File: src/rtl/tick8_pkg.sv
package tick8_pkg;
  localparam int unsigned AW = 3;

  localparam logic [AW-1:0] RA_CTRL = 3'd0;
  localparam logic [AW-1:0] RA_STAT = 3'd1;
  localparam logic [AW-1:0] RA_CNT  = 3'd2;
  localparam logic [AW-1:0] RA_CMPA = 3'd3;
  localparam logic [AW-1:0] RA_CMPB = 3'd4;
  localparam logic [AW-1:0] RA_EXTM = 3'd5;

  localparam int unsigned IE_BIT   = 5;
  localparam int unsigned CLR_LSB  = 3;
  localparam int unsigned CKS_LSB  = 0;
  localparam int unsigned CKS_W    = 3;
  localparam int unsigned NFLAG    = 3;
  localparam int unsigned F_CMA    = 0;
  localparam int unsigned F_CMB    = 1;
  localparam int unsigned F_OVF    = 2;

  typedef enum logic [1:0] {
    CLR_NONE = 2'b00,
    CLR_CMPA = 2'b01,
    CLR_CMPB = 2'b10,
    CLR_EXT  = 2'b11
  } clr_sel_e;
endpackage

File: src/rtl/tick8_sync.sv
module tick8_sync #(
  parameter int unsigned STAGES = 2
) (
  input  logic clk,
  input  logic rst,
  input  logic pin,
  output logic lvl,
  output logic rise,
  output logic fall
);
  logic [STAGES-1:0] chain;
  logic              prev;

  always_ff @(posedge clk) begin
    if (rst) begin
      chain <= '0;
      prev  <= 1'b0;
    end else begin
      chain <= {chain[STAGES-2:0], pin};
      prev  <= chain[STAGES-1];
    end
  end

  assign lvl  = chain[STAGES-1];
  assign rise = lvl & ~prev;
  assign fall = ~lvl & prev;
endmodule

File: src/rtl/tick8_clksel.sv
module tick8_clksel
  import tick8_pkg::*;
#(
  parameter int unsigned NPRE = 3
) (
  input  logic [CKS_W-1:0] cks,
  input  logic [NPRE-1:0]  presc_en,
  input  logic             xc_rise,
  input  logic             xc_fall,
  output logic             tick
);
  always_comb begin
    tick = 1'b0;
    case (cks)
      3'b101: tick = xc_rise;
      3'b110: tick = xc_fall;
      3'b111: tick = xc_rise | xc_fall;
      default: begin
        for (int i = 0; i < NPRE; i++) begin
          if (cks == CKS_W'(i + 1)) tick = presc_en[i];
        end
      end
    endcase
  end
endmodule

File: src/rtl/tick8_counter.sv
module tick8_counter
  import tick8_pkg::*;
#(
  parameter int unsigned CW = 8
) (
  input  logic          clk,
  input  logic          rst,
  input  logic          tick,
  input  clr_sel_e      cclr,
  input  logic          lvl_mode,
  input  logic          xr_lvl,
  input  logic          xr_rise,
  input  logic [CW-1:0] cmpa,
  input  logic [CW-1:0] cmpb,
  input  logic          wr,
  input  logic [CW-1:0] wr_val,
  output logic [CW-1:0] cnt,
  output logic          hit_a,
  output logic          hit_b,
  output logic          ovf_ev
);
  localparam logic [CW-1:0] TOP = '1;

  logic eff_tick, clr_ext, clr_match;

  assign eff_tick  = tick & ~wr;
  assign clr_ext   = (cclr == CLR_EXT) & (lvl_mode ? xr_lvl : xr_rise);
  assign hit_a     = eff_tick & (cnt == cmpa);
  assign hit_b     = eff_tick & (cnt == cmpb);
  assign clr_match = ((cclr == CLR_CMPA) & hit_a) | ((cclr == CLR_CMPB) & hit_b);
  assign ovf_ev    = eff_tick & (cnt == TOP) & ~clr_match & ~clr_ext;

  always_ff @(posedge clk) begin
    if (rst)                         cnt <= '0;
    else if (wr)                     cnt <= wr_val;
    else if (clr_ext || clr_match)   cnt <= '0;
    else if (eff_tick)               cnt <= cnt + 1'b1;
  end

  AST_CLR_ON_A: assert property (@(posedge clk) disable iff (rst)
    (tick && !wr && cclr == CLR_CMPA && cnt == cmpa) |=> cnt == '0);
  AST_LEVEL_HOLD: assert property (@(posedge clk) disable iff (rst)
    (!wr && cclr == CLR_EXT && lvl_mode && xr_lvl) |=> cnt == '0);
  AST_WR_WINS: assert property (@(posedge clk) disable iff (rst)
    wr |=> cnt == $past(wr_val));
  AST_IDLE_HOLD: assert property (@(posedge clk) disable iff (rst)
    (!tick && !wr && cclr != CLR_EXT) |=> $stable(cnt));
endmodule

File: src/rtl/tick8_timer.sv
module tick8_timer
  import tick8_pkg::*;
#(
  parameter int unsigned CW   = 8,
  parameter int unsigned NPRE = 3,
  parameter int unsigned SYNC = 2
) (
  input  logic          clk,
  input  logic          rst,
  input  logic          we,
  input  logic          re,
  input  logic [AW-1:0] addr,
  input  logic [CW-1:0] wdata,
  output logic [CW-1:0] rdata,
  input  logic [NPRE-1:0] presc_en,
  input  logic          ext_clk,
  input  logic          ext_rst,
  output logic          irq_ovf
);
  logic [CKS_W-1:0] cks_q;
  clr_sel_e         cclr_q;
  logic             ie_q, lvl_q;
  logic [CW-1:0]    cmpa_q, cmpb_q, cnt;
  logic [NFLAG-1:0] flag_q, arm_q, flag_set, flag_clr;
  logic             xc_lvl, xc_rise, xc_fall, xr_lvl, xr_rise, xr_fall;
  logic             tick, hit_a, hit_b, ovf_ev, wr_cnt, wr_stat, rd_stat;

  tick8_sync #(.STAGES(SYNC)) u_sclk (
    .clk(clk), .rst(rst), .pin(ext_clk), .lvl(xc_lvl), .rise(xc_rise), .fall(xc_fall));
  tick8_sync #(.STAGES(SYNC)) u_srst (
    .clk(clk), .rst(rst), .pin(ext_rst), .lvl(xr_lvl), .rise(xr_rise), .fall(xr_fall));

  tick8_clksel #(.NPRE(NPRE)) u_sel (
    .cks(cks_q), .presc_en(presc_en), .xc_rise(xc_rise), .xc_fall(xc_fall), .tick(tick));

  assign wr_cnt  = we & (addr == RA_CNT);
  assign wr_stat = we & (addr == RA_STAT);
  assign rd_stat = re & (addr == RA_STAT);

  tick8_counter #(.CW(CW)) u_cnt (
    .clk(clk), .rst(rst), .tick(tick), .cclr(cclr_q), .lvl_mode(lvl_q),
    .xr_lvl(xr_lvl), .xr_rise(xr_rise), .cmpa(cmpa_q), .cmpb(cmpb_q),
    .wr(wr_cnt), .wr_val(wdata), .cnt(cnt),
    .hit_a(hit_a), .hit_b(hit_b), .ovf_ev(ovf_ev));

  always_ff @(posedge clk) begin
    if (rst) begin
      cks_q  <= '0;
      cclr_q <= CLR_NONE;
      ie_q   <= 1'b0;
      lvl_q  <= 1'b0;
      cmpa_q <= '1;
      cmpb_q <= '1;
    end else if (we) begin
      case (addr)
        RA_CTRL: begin
          cks_q  <= wdata[CKS_LSB +: CKS_W];
          cclr_q <= clr_sel_e'(wdata[CLR_LSB +: 2]);
          ie_q   <= wdata[IE_BIT];
        end
        RA_CMPA: cmpa_q <= wdata;
        RA_CMPB: cmpb_q <= wdata;
        RA_EXTM: lvl_q  <= wdata[0];
        default: ;
      endcase
    end
  end

  assign flag_set = {ovf_ev, hit_b, hit_a};

  generate
    for (genvar g = 0; g < NFLAG; g++) begin : g_flag
      assign flag_clr[g] = wr_stat & ~wdata[g] & arm_q[g];
      always_ff @(posedge clk) begin
        if (rst) begin
          flag_q[g] <= 1'b0;
          arm_q[g]  <= 1'b0;
        end else begin
          flag_q[g] <= flag_set[g] | (flag_q[g] & ~flag_clr[g]);
          if (flag_clr[g])                arm_q[g] <= 1'b0;
          else if (rd_stat && flag_q[g])  arm_q[g] <= 1'b1;
        end
      end
    end
  endgenerate

  always_ff @(posedge clk) begin
    if (rst) begin
      rdata   <= '0;
      irq_ovf <= 1'b0;
    end else begin
      irq_ovf <= flag_q[F_OVF] & ie_q;
      if (re) begin
        case (addr)
          RA_CTRL: rdata <= CW'({ie_q, cclr_q, cks_q});
          RA_STAT: rdata <= CW'(flag_q);
          RA_CNT:  rdata <= cnt;
          RA_CMPA: rdata <= cmpa_q;
          RA_CMPB: rdata <= cmpb_q;
          RA_EXTM: rdata <= CW'(lvl_q);
          default: rdata <= '0;
        endcase
      end
    end
  end

  AST_IRQ_GATED: assert property (@(posedge clk) disable iff (rst)
    irq_ovf |-> $past(ie_q));
  AST_OVF_STICKY: assert property (@(posedge clk) disable iff (rst)
    (flag_q[F_OVF] && !wr_stat) |=> flag_q[F_OVF]);
  AST_NO_SPURIOUS_ARM: assert property (@(posedge clk) disable iff (rst)
    (!flag_q[F_OVF] && !flag_set[F_OVF]) |=> !flag_q[F_OVF]);
endmodule

File: config.mk
export PLATFORM = sky130hd
export DESIGN_NAME = tick8_timer
export DESIGN_NICKNAME = d
export VERILOG_FILES = /design/src/rtl/tick8_pkg.sv /design/src/rtl/tick8_sync.sv /design/src/rtl/tick8_clksel.sv /design/src/rtl/tick8_counter.sv /design/src/rtl/tick8_timer.sv
export SDC_FILE = /design/constraint.sdc
export NUM_CORES = 1
export LEC_CHECK = 0
export BUFFER_PORTS_ARGS = -buffer_cell sky130_fd_sc_hd__buf_2
export CAP_MARGIN = 20
export CORE_MARGIN = 4
export CORE_UTILIZATION = 55
export CTS_CLUSTER_SIZE = 14
export DETAILED_ROUTE_END_ITERATION = 7
export HOLD_SLACK_MARGIN = 0.1
export PLACE_DENSITY = 0.74
export SLEW_MARGIN = 10
export SYNTH_ARGS = -nofsm -noshare
export SYNTH_HDL_FRONTEND = slang
export SYNTH_SLANG_ARGS = --single-unit
export TNS_END_PERCENT = 30
File: constraint.sdc
create_clock -name clk -period 2.8 [get_ports clk]
set_input_delay 0.42 -clock clk [delete_from_list [all_inputs] [get_ports clk]]
set_output_delay 0.42 -clock clk [all_outputs]
set_load 0.05 [all_outputs]
== Word-level counts from Yosys, hierarchy flattened ==
Cells that the tools add are included.
Cells by class
  equality and inequality tests: 17
  reductions and logical operators: 13
  multiplexer cells: 9
  bitwise gates (word level): 42
  add/sub/neg operators: 1
Operators by type and width (count)
  8-bit one-hot mux with 6 select lines: 1
  1-bit bitwise AND: 25
  8-bit two-way mux: 3
  8-bit == test: 2
  3-bit == test, second input constant: 5
  3-bit by 2-bit == test with 1-bit output, second input constant: 4
  1-bit NOT: 12
  8-bit by 1-bit adder with 8-bit output, second input constant: 1
  8-bit == test, second input constant: 1
  2-bit AND reduction: 4
  3-bit by 1-bit == test with 1-bit output, second input constant: 2
  2-bit OR reduction: 3
  1-bit bitwise OR: 5
  2-bit == test, second input constant: 2
  1-bit two-way mux: 4
  1-bit logical AND: 3
  3-bit logical NOT: 1
  1-bit one-hot mux with 3 select lines: 1
  3-bit nonzero test: 1
  2-bit by 1-bit == test with 1-bit output, second input constant: 1
  1-bit logical OR: 1
Word-level totals
  flip-flop bits (word level): 52
  logic and storage cells: 101
  output and inout port bits: 9

== Longest topological paths before layout ==
  depth in word-level cells: 13
  gate-level depth with buffers: 9
  depth with buffers taken out: 8

== By module ==
A second synthesis with hierarchy kept.
Second synthesis, totals
  cells, all modules: 313
  area, all modules: 2813.9 µm²
Modules (own cells, without submodules)
  tick8_timer: area an instance 1757.9 µm², cells an instance 181, instances 1, sequential area each 760.7 µm²
  tick8_counter: area an instance 828.3 µm², cells an instance 110, instances 1, sequential area each 160.2 µm²
  tick8_sync: area an instance 91.3 µm², cells an instance 8, instances 2, sequential area each 60.1 µm²
  tick8_clksel: area an instance 45.0 µm², cells an instance 6, instances 1, sequential area each 0.0 µm²

== Worst setup path before layout ==
No wires, ideal clock.
  path kind: input port to flip-flop
  start: in addr[1]
  end: reg u_cnt.cnt[1]
  arrival time: 1715 ps
  stages: 7
  data required time: 2714 ps
  path slack: 998 ps
  library setup time: 86 ps
  cells stage by stage: buf_6 -> nor4bb_4 -> o21bai_4 -> nor4_4 -> buf_6 -> a21oi_2 -> a221oi_2
Between the ends
  word-level cells in the longest chain between the ends: 10
RTL lines
  start: declaration: line tick8_timer.sv:12  | input logic [AW-1:0] addr,
  3-bit by 2-bit == test with 1-bit output (*): line tick8_timer.sv:36  | assign wr_cnt = we & (addr == RA_CNT);
  1-bit bitwise AND (*): line tick8_timer.sv:36
  1-bit NOT: line tick8_counter.sv:26  | assign eff_tick = tick & ~wr;
  1-bit bitwise AND: line tick8_counter.sv:26
  1-bit bitwise AND (on tied branches): line tick8_counter.sv:28, tick8_counter.sv:29
  1-bit bitwise AND: line tick8_counter.sv:30  | assign clr_match = ((cclr == CLR_CMPA) & hit_a) | ((cclr == CLR_CMPB) & hit_b);
  1-bit bitwise OR: line tick8_counter.sv:30
  1-bit logical OR: line tick8_counter.sv:36  | else if (clr_ext || clr_match) cnt <= '0;
  8-bit two-way mux: line tick8_counter.sv:36
  8-bit two-way mux: line tick8_counter.sv:35  | else if (wr) cnt <= wr_val;
  end signal: assignment: line tick8_counter.sv:35
  end signal: assignment: line tick8_counter.sv:37  | else if (eff_tick) cnt <= cnt + 1'b1;
  end: declaration: line tick8_counter.sv:17  | output logic [CW-1:0] cnt,
Mark *: on every way between the ends. The rest lies on a longest branch, timed or not.
A chain may end at the register's enable or synchronous reset.

== Worst setup path in the final report ==
  start: reg u_cnt.cnt[6]
  end: reg u_cnt.cnt[1]
Between the ends
  word-level cells in the longest chain between the ends: 7
RTL lines (line)
  8-bit == test (on tied branches): tick8_counter.sv:28, tick8_counter.sv:29
  1-bit bitwise AND (on tied branches): tick8_counter.sv:28, tick8_counter.sv:29
  1-bit bitwise AND: tick8_counter.sv:30
  1-bit bitwise OR (*): tick8_counter.sv:30
  1-bit logical OR (*): tick8_counter.sv:36
  8-bit two-way mux: tick8_counter.sv:36
  8-bit two-way mux: tick8_counter.sv:35
Marked as above.

==> results.yml <==
global_route:
  grt_pass1_wl_mm: 11.0
  grtUsageTotal: 0.230
  met1_usage: 0.329
  grt_use_met2: 0.353
  grt_pass1_vias: 2158
  grt_max_degree: 30
  overflow: 0
  antenna_found_initial: 0
  gr-usage-met3: 0.0493
  top_usage_layer: "met2"
min_path:
  hold_start: "ext_rst"
  whs_path_depth: 2
  worstHoldEndpoint: "u_srst.chain[0]"
  hold_class: "primary input to flop"
timing:
  maxSlewViolCount: 0
  rsz0062_at_grt: "no"
  worstMarginPinSlew_ns: 0.767
  fin_skew_ns: 0.00964
  fin_crit_sh: 0.697
  final.setup.tns_ns: 0
  min_period_ns: 1.95
  hold_slack_ns: 0.327
  clock.fmax_mhz: 513
  slew_headroom: 0.486
  setup_violations: 0
  hold_viol_final: 0
floorplan:
  die_y_um: 78.3
  core_area_um2: 4750
  die_x_um: 78.3
  fp-row-count: 25
  num_io_pins: 29
  start_util: 0.571
  die_area_um2: 6130
cts:
  clockBufferDepth: 2
  clock_sinks: 52
  cts_made_buffers: 5
  clkTransAtPathRegs_ns: 0.09
  cts_tree: "done"
  cts_root_buf: "clkbuf_8"
  cts_hold_buffers: 0
  htreeDepth: 2
  post_cts_buffers: 0
  ctsResizeCount: 0
  clkLatencyLatePin_ns: 0.30
cells_and_area:
  fin_nets: 347
  antenna_cells: 0
  stdcell_area_um2: 2930
  drive_gt1_frac: 0.160
  area_growth_pct: 7.97
  fin_cells: 391
worst_setup_path:
  critPathMaxStageDelay_ns: 0.61
  r2r_setup_slack_ns: 0.85
  rr_startpoint: "u_cnt.cnt[6]"
  reg2reg_depth: 6
  worst_path_max_delay_cell: "a31oi_1"
  cp-end-kind: "flop"
  crit_required_ns: 3.02
  cp_top_family: "compound AO/OA/AOI/OAI gates"
  worstPathArrival_ns: 2.17
  worst_setup_path_start_kind: "flop"
  r2r_end: "u_cnt.cnt[1]"
  critPathKind: "flop to flop"
  cp.buffers_inverters: 0
  path_cells: "xnor2_1 > nand4_1 > nor2_1 > a31oi_1 > nand3_1 > a221oi_2"
  cp_max_fo: 9
synth:
  syn_inst: 308
  synth_warnings: 0
  synth.largest_area_cell: "dfxtp_1"
  ys_seq_area_frac: 0.383
  syn_area_um2: 2720
  synth-seq-cells: 52
  synth_common_cells: "dfxtp_1 (52), nor2_1 (36), nand2_1 (24), nor2b_1 (16), xnor2_1 (16)"
  ys_types: 45
  synth.most_common_cell: "dfxtp_1"
  synth_ff_type: "dfxtp_1"
  synth_edf_count: 0
  synth_area_leaders: "dfxtp_1 (38%), xnor2_1 (5.2%), nor2_1 (5.0%)"
  synthArstFlopShare: 0
  synth.top_cell.area_share: 0.383
  postSynthAreaPerCell_um2: 8.82
  synth_nets: 331
routing:
  first_pass_iters: 4
  vias: 2299
  routed_wl_mm: 6.61
  drtAntennaViolNets: 0
  vias_per_cell: 5.88
  wl_per_cell_um: 16.9
  drtIter0Drc: 223
  drcViolationCount: 0
pwr:
  p_sw_frac: 0.282
  p_total_mw: 1.44
  power_frac_seq: 0.566
  p_clk_frac: 0.283
  leakage_nw: 1.10
  p_sw_mw: 0.405
  p_int_mw: 1.03
  p_per_area_nw_per_um2: 490
  peakVddDrop_mv: 0.291
  power_frac_comb: 0.152
placed_design:
  portBuffers: 28
  placed_area_um2: 2850
  globalplace.congestion: 0.921
  dp_cells: 384
  dpl.hpwl_mm: 4.76
run:
  maxCapViolCount: 0
status:
  run_status: "finished, final reports clean"
==> flip-flops by register name, summed over array words and instances, names as in the netlist, 2 cells and up <==
register / count
flag_q: 3
cclr_q: 2
cmpb_q: 8
u_sclk.chain: 2
arm_q: 3
u_cnt.cnt: 8
rdata: 8
u_srst.chain: 2
cks_q: 3
cmpa_q: 8
==> power groups by stage <==
stage	logic, mW	clock network [mW]	registers [mW]
5_1_grt	0.243	0.440	0.817
4_1_cts	0.218	0.417	0.811
3_3_place_gp	0.215	0	0.829
2_1_floorplan	0.160	0	0.828
6_report	0.218	0.406	0.813
3_5_place_dp	0.217	0	0.829
==> worst reg2reg max path, stage by stage (launching register included) <==
cell	delay (ns)
dfxtp_1	0.55
xnor2_1	0.13
nand4_1	0.10
nor2_1	0.08
a31oi_1	0.61
nand3_1	0.18
a221oi_2	0.23
==> worst max path at each step <==
stage	slack, ns	endpoint	from	cells past startpoint
after floorplan	1.0	u_cnt.cnt[1]	addr[1]	7
after global placement	0.68	u_cnt.cnt[7]	addr[0]	8
after detailed placement	0.60	u_cnt.cnt[7]	addr[0]	8
after CTS	0.84	u_cnt.cnt[1]	u_cnt.cnt[6]	6
after global routing	0.55	u_cnt.cnt[2]	u_sclk.prev	7
final	0.85	u_cnt.cnt[1]	u_cnt.cnt[6]	6
==> metal layers <==
layer / up-vias / wire length [um]
met1: 1074 / 3080
li1: 1131 / -
met2: 85 / 2920
met3: 9 / 513
met4: 0 / 97
met5: - / 0
==> metrics by stage <==
stage / utilization / setup WS, ns
after detailed placement: 0.600 / 0.599
final: 0.617 / 0.849
after floorplan: - / 0.998
after global routing: 0.617 / 0.546
after CTS: 0.617 / 0.836
after global placement: 0.600 / 0.680
==> cells by family (layout without fill, tap and decap cells) <==
family,Yosys count,after routing,share of synthesized area
XOR/XNOR,16,16,0.0516
AND/OR/NAND/NOR,124,124,0.251
flip-flops,52,52,0.383
adder cells (fa/ha/maj),3,3,0.0138
multiplexers,15,15,0.0659
AO/OA/AOI/OAI,69,69,0.183
buffers and inverters,29,45,0.0520
==> area by class of cell <==
cell class	count	area (um^2)
Inverter	6	22.5
Clock inverter	2	12.5
Fill cell	444	1820
Sequential cell	52	1040
Clock buffer	5	68.8
Timing Repair Buffer	32	170
Multi-Input combinational cell	227	1530
Tap cell	67	83.8
==> cells in the final DEF, fill, tap and decap left out, drive strengths merged, types with 5 or more instances in the layout <==
cell type | synthesis | routed
inv | 6 | 6
a21oi | 13 | 13
nand3b | 12 | 12
and3 | 5 | 5
nand3 | 9 | 9
nor2 | 36 | 36
a211o | 8 | 8
dfxtp | 52 | 52
nor2b | 16 | 16
o21ai | 14 | 14
nor4 | 6 | 6
buf | 13 | 32
clkbuf | 10 | 5
xnor2 | 16 | 16
mux2i | 10 | 10
nand2 | 24 | 24
a22oi | 15 | 15
a211oi | 7 | 7
Power figures use the tool's default switching activity.
